<file path="config.mk">
export PLATFORM = sky130hd
export DESIGN_NAME = wdc_top
export DESIGN_NICKNAME = d
export VERILOG_FILES = /design/src/rtl/wdc_pkg.sv /design/src/rtl/wdc_bcd_dec.sv /design/src/rtl/wdc_pulse_timer.sv /design/src/rtl/wdc_top.sv
export SDC_FILE = /design/constraint.sdc
export NUM_CORES = 1
export LEC_CHECK = 0
export ABC_CLOCK_PERIOD_IN_PS = 7100
export BUFFER_PORTS_ARGS = -buffer_cell sky130_fd_sc_hd__buf_2
export CAP_MARGIN = 20
export CORE_ASPECT_RATIO = 1.5
export CORE_MARGIN = 1
export CORE_UTILIZATION = 55
export DETAILED_ROUTE_END_ITERATION = 7
export PLACE_DENSITY = 0.85
export SYNTH_ARGS = -nofsm -noshare
export SYNTH_HDL_FRONTEND = slang
export SYNTH_SLANG_ARGS = --single-unit
</file>
<file path="constraint.sdc">
create_clock -name clk_i -period 7.1 [get_ports clk_i]
set_clock_uncertainty 0.05 [all_clocks]
set_input_delay 0.355 -clock clk_i [delete_from_list [all_inputs] [get_ports clk_i]]
set_output_delay 0.355 -clock clk_i [all_outputs]
set_load 0.01 [all_outputs]
</file>
<file path="src/rtl/wdc_pkg.sv">
package wdc_pkg;
  localparam int DIGITS = 4;
  localparam int CNT_W  = 4 * DIGITS;
  localparam int BYTE_W = 8;
  localparam int ADDR_W = 2;

  typedef enum logic [ADDR_W-1:0] {
    ADDR_CNT_LO = 2'd0,
    ADDR_CNT_HI = 2'd1,
    ADDR_CTRL   = 2'd2,
    ADDR_FLAG   = 2'd3
  } wdc_addr_e;

  localparam int CTRL_SEL_BIT = 0;
  localparam int CTRL_EN_BIT  = 1;
  localparam int FLAG_BIT     = 0;
endpackage

</file>
<file path="src/rtl/wdc_bcd_dec.sv">
module wdc_bcd_dec #(
  parameter int DIGITS = 4,
  localparam int W = 4 * DIGITS
) (
  input  logic [W-1:0] val_i,
  output logic [W-1:0] dec_o,
  output logic         is_zero_o,
  output logic         hits_zero_o
);
  // borrow[d] is set when every digit below d is zero
  logic [DIGITS:0] borrow;
  assign borrow[0] = 1'b1;

  for (genvar d = 0; d < DIGITS; d++) begin : g_digit
    logic [3:0] dig;
    assign dig = val_i[4*d +: 4];
    assign dec_o[4*d +: 4] = !borrow[d] ? dig :
                             (dig == 4'd0) ? 4'd9 : dig - 4'd1;
    assign borrow[d+1] = borrow[d] && (dig == 4'd0);
  end

  assign is_zero_o   = borrow[DIGITS];
  assign hits_zero_o = (dec_o == '0);
endmodule

</file>
<file path="src/rtl/wdc_pulse_timer.sv">
module wdc_pulse_timer #(
  parameter int CYCLES = 16,
  localparam int CW = $clog2(CYCLES + 1)
) (
  input  logic clk_i,
  input  logic rst_ni,
  input  logic start_i,
  output logic active_o
);
  logic [CW-1:0] remain_q;

  always_ff @(posedge clk_i) begin
    if (!rst_ni)                remain_q <= '0;
    else if (start_i)           remain_q <= CW'(CYCLES);
    else if (remain_q != '0)    remain_q <= remain_q - CW'(1);
  end

  assign active_o = (remain_q != '0);
endmodule

</file>
<file path="src/rtl/wdc_top.sv">
module wdc_top
  import wdc_pkg::*;
#(
  parameter int PULSE_CYCLES = 16
) (
  input  logic              clk_i,
  input  logic              rst_ni,
  input  logic              tick_i,
  input  logic              req_valid_i,
  output logic              req_ready_o,
  input  logic              req_write_i,
  input  logic [ADDR_W-1:0] req_addr_i,
  input  logic [BYTE_W-1:0] req_wdata_i,
  output logic              rsp_valid_o,
  output logic [BYTE_W-1:0] rsp_rdata_o,
  output logic              rst_req_o
);
  logic [CNT_W-1:0] cnt_q, seed_q, cnt_dec;
  logic             en_q, sel_q, flag_q;
  logic             cnt_zero, dec_zero;
  logic             pulse_active;
  logic             fire, cnt_access, wr_cnt, rd_cnt;
  logic             wr_ctrl, clr_flag, count_step, expire;
  logic             rsp_valid_q;
  logic [BYTE_W-1:0] rdata_q;

  assign req_ready_o = !pulse_active;
  assign fire        = req_valid_i && req_ready_o;
  assign cnt_access  = fire && (req_addr_i == ADDR_CNT_LO || req_addr_i == ADDR_CNT_HI);
  assign wr_cnt      = cnt_access && req_write_i;
  assign rd_cnt      = cnt_access && !req_write_i;
  assign wr_ctrl     = fire && req_write_i && (req_addr_i == ADDR_CTRL);
  assign clr_flag    = fire && req_write_i && (req_addr_i == ADDR_FLAG) && !req_wdata_i[FLAG_BIT];

  // a counter access in the same cycle takes precedence over the tick
  assign count_step  = tick_i && en_q && !cnt_zero && !cnt_access;
  assign expire      = count_step && dec_zero;

  wdc_bcd_dec #(.DIGITS(DIGITS)) u_dec (
    .val_i       (cnt_q),
    .dec_o       (cnt_dec),
    .is_zero_o   (cnt_zero),
    .hits_zero_o (dec_zero)
  );

  wdc_pulse_timer #(.CYCLES(PULSE_CYCLES)) u_pulse (
    .clk_i    (clk_i),
    .rst_ni   (rst_ni),
    .start_i  (expire && sel_q),
    .active_o (pulse_active)
  );

  always_ff @(posedge clk_i) begin
    if (!rst_ni) begin
      cnt_q  <= '0;
      seed_q <= '0;
    end else if (wr_cnt) begin
      if (req_addr_i == ADDR_CNT_HI) begin
        cnt_q[CNT_W-1:BYTE_W]  <= req_wdata_i;
        seed_q[CNT_W-1:BYTE_W] <= req_wdata_i;
      end else begin
        cnt_q[BYTE_W-1:0]  <= req_wdata_i;
        seed_q[BYTE_W-1:0] <= req_wdata_i;
      end
    end else if (rd_cnt) begin
      cnt_q <= seed_q;
    end else if (count_step) begin
      cnt_q <= cnt_dec;
    end
  end

  always_ff @(posedge clk_i) begin
    if (!rst_ni) begin
      en_q  <= 1'b0;
      sel_q <= 1'b0;
    end else if (wr_ctrl) begin
      en_q  <= req_wdata_i[CTRL_EN_BIT];
      sel_q <= req_wdata_i[CTRL_SEL_BIT];
    end
  end

  always_ff @(posedge clk_i) begin
    if (!rst_ni)       flag_q <= 1'b0;
    else if (expire)   flag_q <= 1'b1;
    else if (clr_flag) flag_q <= 1'b0;
  end

  always_ff @(posedge clk_i) begin
    if (!rst_ni) begin
      rsp_valid_q <= 1'b0;
      rdata_q     <= '0;
    end else begin
      rsp_valid_q <= fire && !req_write_i;
      if (fire && !req_write_i) begin
        unique case (req_addr_i)
          ADDR_CNT_LO: rdata_q <= cnt_q[BYTE_W-1:0];
          ADDR_CNT_HI: rdata_q <= cnt_q[CNT_W-1:BYTE_W];
          ADDR_CTRL: begin
            rdata_q               <= '0;
            rdata_q[CTRL_EN_BIT]  <= en_q;
            rdata_q[CTRL_SEL_BIT] <= sel_q;
          end
          default: begin
            rdata_q           <= '0;
            rdata_q[FLAG_BIT] <= flag_q;
          end
        endcase
      end
    end
  end

  assign rsp_valid_o = rsp_valid_q;
  assign rsp_rdata_o = rdata_q;
  assign rst_req_o   = pulse_active;
endmodule

</file>
==> results of run 1 <==
[per-layer routing]
metal	up-vias	GRT usage, %
met4	0	17.8
met5	-	0
met3	26	4.97
met1	1191	33.6
met2	118	44.3
li1	1230	-
[final timing paths]
kind | from | to | slack, ns
max reg2reg | u_pulse.remain_q[0]$_SDFFE_PP0P_ | cnt_q[11]$_SDFFE_PN0P_ | 3.62
max | u_pulse.remain_q[0]$_SDFFE_PP0P_ | cnt_q[11]$_SDFFE_PN0P_ | 3.62
min | req_wdata_i[0] | sel_q$_SDFFE_PN0P_ | 0.28
min reg2reg | rsp_rdata_o[2]$_SDFFE_PN0P_ | rsp_rdata_o[2]$_SDFFE_PN0P_ | 0.44
[cell usage after synthesis (2+ instances only)]
master | count | area share (%)
nor3b_1 | 2 | 0.55
a2bb2oi_1 | 2 | 0.64
o211ai_1 | 7 | 1.9
nor3_1 | 19 | 3.5
dfxtp_1 | 49 | 36
and2_1 | 2 | 0.46
nand2_1 | 14 | 1.9
nor4_1 | 2 | 0.46
mux2_2 | 4 | 1.6
ha_1 | 2 | 0.91
clkbuf_1 | 16 | 2.2
nor2b_1 | 7 | 1.6
mux2i_1 | 32 | 12
a211oi_1 | 9 | 2.5
o21ai_0 | 14 | 2.6
o31ai_1 | 6 | 1.6
buf_1 | 5 | 0.68
xnor2_1 | 2 | 0.64
nor4b_1 | 3 | 0.96
or4_1 | 3 | 0.82
inv_1 | 7 | 0.96
nand4_1 | 4 | 0.91
nand3_1 | 4 | 0.73
buf_2 | 4 | 0.73
or4_4 | 2 | 0.82
nor2_1 | 45 | 6.1
a31oi_1 | 2 | 0.46
a21oi_1 | 22 | 4.0
o41ai_1 | 5 | 1.6
or3_1 | 4 | 0.91
o311ai_0 | 4 | 1.3
o21ai_1 | 2 | 0.36
o22ai_1 | 2 | 0.46
[critical path: stages, from the launching register on]
cell and delay (ns):
dfxtp_1 0.33, inv_1 0.10, ha_1 0.17, nor4b_2 0.83, nand4_1 0.89, o21ai_1 0.62, nor3_1 0.13, a32o_1 0.26
[power groups by stage]
stage | clock (mW) | sequential [mW] | combinational [mW]
after floorplan | 0 | 0.331 | 0.344
after global placement | 0 | 0.341 | 0.410
after detailed placement | 0 | 0.343 | 0.420
after CTS | 0.209 | 0.337 | 0.422
after global routing | 0.220 | 0.343 | 0.469
final | 0.207 | 0.338 | 0.429
[through the flow]
stage	area [sq um]	utilization, %	worst slack [ns]
floorplan	2750	-	4.83
global placement	2860	59.4	3.84
detailed placement	2860	59.4	3.73
CTS	2980	61.9	3.71
global route	2980	61.9	3.46
finish	2980	61.9	3.62
[logic make-up after synthesis]
kind of cell,count (synthesis)
buffers and inverters,33
XOR/XNOR,2
adder cells (fa/ha/maj),2
multiplexers,37
AO/OA/AOI/OAI,87
flip-flops,49
AND/OR/NAND/NOR,117
[flip-flops by register name, indices dropped and copies added, names as in the netlist]
name and cells:
cnt_q 16, seed_q 16, rsp_rdata_o 8, u_pulse.remain_q 5, en_q 1, flag_q 1, rsp_valid_o 1, sel_q 1
[area by class of cell]
cell class | count | area, sq um | area share, %
clock buffer | 7 | 86.3 | 2.90
inverter | 7 | 26.3 | 0.883
multi-input combinational | 245 | 1640 | 55.0
tap | 66 | 82.6 | 2.78
clock inverter | 1 | 30.0 | 1.01
timing repair buffer | 26 | 133 | 4.46
sequential | 49 | 981 | 33.0
==> impl_metrics.toml, run 1 <==
[sta]
slew_headroom_pct = 25.9
tightest_slew_ns = 1.11
period_needed_ns = 3.48
hold_violations = 0
setup_tns_ns = 0
report.final.slew_viol_count = 0
whs_ns = 0.284
rsz0062_at_grt = "no"
setup_viol = 0
fin_crit_sh_pct = 49.1
clock.fmax_mhz = 287

[run_status]
status = "finished, final reports clean"

[clock_tree]
cts_tree = "done"
numCtsBuffers = 5
hold_buffers = 0
cts_setup_buffers = 0
cts_sinks = 49
cts-root-buf = "clkbuf_8"
htreeDepth = 2
cts_buffer_depth = 2
clk_pin_slew_ns = 0.09
clk_latency_ns = 0.30
post_cts_resized = 0

[routing]
vias_per_cell = 6.40
dr_wl_met2_mm = 3.52
wl_mm = 6.92
dr_total_vias = 2565
first_iter_violations = 212
drcViolationCount = 0
wl_met1_mm = 2.66
first_pass_iters = 5
wl_per_cell_um = 17.3
top_layer_used = "met4"
ant_nets = 0
dr_wl_met3_um = 456

[placed_design]
dp_hpwl_mm = 4.80
place.gp.congestion = 0.912
buffer_ports.inserted = 25
placedCellCount = 393

[yosys]
syn_nets = 344
synth_area_sq_um = 2750
synth-edff-count = 0
syn_inst = 327
synth_ff_type = "dfxtp_1"
synthAdderAreaFrac_pct = 0.911
synth_mux_area_share_pct = 14.1
yosysUniqueCellTypes = 53
synth-async-reset-ratio_pct = 0
synth-seq-cells = 49
syn_area_per_cell_sq_um = 8.40
synth_top_family_by_area = "compound AO/OA/AOI/OAI gates"
synth-compound-area-share_pct = 21.9
ys_seq_area_share_pct = 35.7
synthSimpleGateAreaFrac_pct = 21.8
synth_xor_xnor_area_share_pct = 0.638
yosys_warnings = 0

[die]
start_util_pct = 57.1
num_rows = 31
die_height_um = 88.6
coreArea_sq_um = 4810
die_width_um = 59.7
design.die.area_sq_um = 5290
io-pin-count = 26

[final_layout]
final_common_cell = "dfxtp_1"
nets = 351
fillCellCount = 434
syn2layout_area_growth_pct = 8.29
n_antenna_cell = 0
drive_above_1_share_pct = 14.6
layout_common_cells = "dfxtp_1, nor2_1, mux2i_1"
final_cells = 401

[critical_path]
path_max_fanout = 13
crit_type = "flop to flop"
cp-start-kind = "flop"
cp.required_ns = 7.25
end_kind = "flop"
arrival_ns = 3.64
reg2regPathDepth = 7

[power_and_ir_drop]
sw_frac_of_total_pct = 40.6
power.total_uw = 974
peakVddDrop_mv = 0.160
p_int_uw = 579
leakage_nw = 1.22
power.density_nw_per_um2 = 327
pwr-share-seq_pct = 34.7
clkPwrFrac_pct = 21.2
combPwrFrac_pct = 44.1
power.switching_uw = 396

[global_route]
grt_max_degree = 43
grt_pass1_wl_mm = 11.0
grt_overflow = 0
antenna_found_initial = 0
grt_use_total_pct = 27.7
grt_pass1_vias = 2286

[min_path]
holdPathStages = 3
hold_path.class = "input pin to flop"

[flow_run]
max-cap-violations = 0
Power figures use the tool's default switching activity.
==> run 2: changes to the inputs <==
ABC_CLOCK_PERIOD_IN_PS = 2950   (was 7100)
CORE_UTILIZATION = 53   (was 55)
clock period = 2.95 ns   (was 7.1 ns; I/O delays follow)
==> run 2 against run 1 <==
Net effect:
- sequential power rose by 140%
- maximum frequency rose by 42%
- via count rose by 3.2%
- sequential cell count did not move
- combinational power rose to 2.7 times the previous value
- die area rose by 3.7%
- sequential share of layout area fell by 0.38 points
- first-iteration DRC count fell by 41%
- critical path type unchanged
- critical endpoint is now cnt_q[12]$_SDFFE_PN0P_
- largest power group unchanged
==> impl_metrics.toml, run 2 (synthesis results as in run 1) <==
[run_status]
status = "finished, final reports clean"

[critical_path]
r2r-start = "cnt_q[7]$_SDFFE_PN0P_"
cp-start-kind = "flop"
cp-endpoint = "cnt_q[12]$_SDFFE_PN0P_"
cp.required_ns = 3.05
path_max_fanout = 8
cp_common_cell = "or4_4"
r2r_setup_slack_ns = 0.50
slowest_stage = "or4_4"
end_kind = "flop"
reg2regPathDepth = 5
startpoint = "cnt_q[7]$_SDFFE_PN0P_"
crit_path_cell_trace = "or4_4, or4_4, o21a_4, o21ai_2, o32ai_1"
max_stage_delay_ns = 0.60
worstReg2RegEnd = "cnt_q[12]$_SDFFE_PN0P_"
arrival_ns = 2.55
crit_type = "flop to flop"

[sta]
period_needed_ns = 2.45
setup_viol = 0
rsz0062_at_grt = "no"
setup_tns_ns = 0
report.final.slew_viol_count = 0
slew_headroom_pct = 46.3
clock.fmax_mhz = 408
tightest_slew_ns = 0.805
whs_ns = 0.0691
fin_crit_sh_pct = 83.1
hold_violations = 0

[die]
die_height_um = 90.2
num_rows = 31
io-pin-count = 26
coreArea_sq_um = 4890
die_width_um = 60.8
design.die.area_sq_um = 5480
start_util_pct = 56.2

[routing]
wl_per_cell_um = 17.4
ant_nets = 0
top_layer_used = "met4"
drcViolationCount = 0
first_pass_iters = 5
vias_per_cell = 6.46
dr_wl_met2_mm = 3.72
first_iter_violations = 126
wl_met1_mm = 2.79
dr_total_vias = 2647
dr_wl_met3_um = 352
wl_mm = 7.15

[clock_tree]
cts_buffer_depth = 2
clk_pin_slew_ns = 0.09
hold_buffers = 0
cts_tree = "done"
cts_setup_buffers = 0
clk_latency_ns = 0.30
numCtsBuffers = 5
cts-root-buf = "clkbuf_8"
post_cts_resized = 0
cts_sinks = 49
htreeDepth = 2

[power_and_ir_drop]
power.total_mw = 2.34
leakage_nw = 1.24
power.density_nw_per_um2 = 777
peakVddDrop_mv = 0.383

[final_layout]
drive_above_1_share_pct = 16.6
final_common_cell = "dfxtp_1"
nets = 360
n_antenna_cell = 0
syn2layout_area_growth_pct = 9.56
layout_common_cells = "dfxtp_1, nor2_1, mux2i_1"

[flow_run]
max-cap-violations = 0

[global_route]
grt_pass1_wl_mm = 11.9
grt_overflow = 0
grt_use_total_pct = 28.5
grt_max_degree = 26
antenna_found_initial = 0
grt_pass1_vias = 2560

[placed_design]
place.gp.congestion = 0.950
buffer_ports.inserted = 25
dp_hpwl_mm = 5.20

[min_path]
hold_path.class = "input pin to flop"
worstHoldStart = "req_wdata_i[1]"
holdPathStages = 3
run 2: metal layers:
| metal | vias up | global-route usage, % |
|---|---|---|
| met5 | - | 0 |
| met4 | 0 | 14.8 |
| li1 | 1247 | - |
| met2 | 106 | 48.4 |
| met3 | 32 | 4.89 |
| met1 | 1262 | 32.7 |
run 2: metrics by stage:
stage | setup WS (ns) | utilization (%) | std cells | instance area [sq um]
4_1_cts | 0.540 | 61.6 | 410 | 3010
3_3_place_gp | 0.593 | 59.9 | 402 | 2930
2_1_floorplan | 0.683 | - | 327 | 2750
5_1_grt | 0.285 | 61.6 | 410 | 3010
3_5_place_dp | 0.552 | 59.9 | 402 | 2930
6_report | 0.499 | 61.6 | 410 | 3010
run 2: worst max-delay path: cells and delay by family (launching register included):
family | cells | cell delay [ns]
AND/OR/NAND/NOR | 2 | 1.20
AO/OA/AOI/OAI | 3 | 0.68
flip-flops | 1 | 0.36
run 2: worst min-delay path by stage:
stage,end,slack (ns)
after floorplan,en_q$_SDFFE_PN0P_,0.23
after global placement,seed_q[13]$_SDFFE_PN0P_,0.38
after detailed placement,seed_q[13]$_SDFFE_PN0P_,0.39
after CTS,en_q$_SDFFE_PN0P_,0.06
after global routing,seed_q[13]$_SDFFE_PN0P_,0.08
final,en_q$_SDFFE_PN0P_,0.07
run 2: area by class of cell:
type | count | area, sq um
fill | 457 | 1880
multi-input combinational | 245 | 1640
sequential | 49 | 981
timing repair buffer | 35 | 200
tap | 66 | 82.6
clock buffer | 7 | 76.3
inverter | 7 | 26.3
clock inverter | 1 | 7.51
run 2: power breakdown:
part	switching, mW	leakage (nW)	internal [mW]
clock	0.223	0.0385	0.168
combinational	0.681	0.807	0.458
sequential	0.0806	0.396	0.729
total	0.984	1.24	1.36
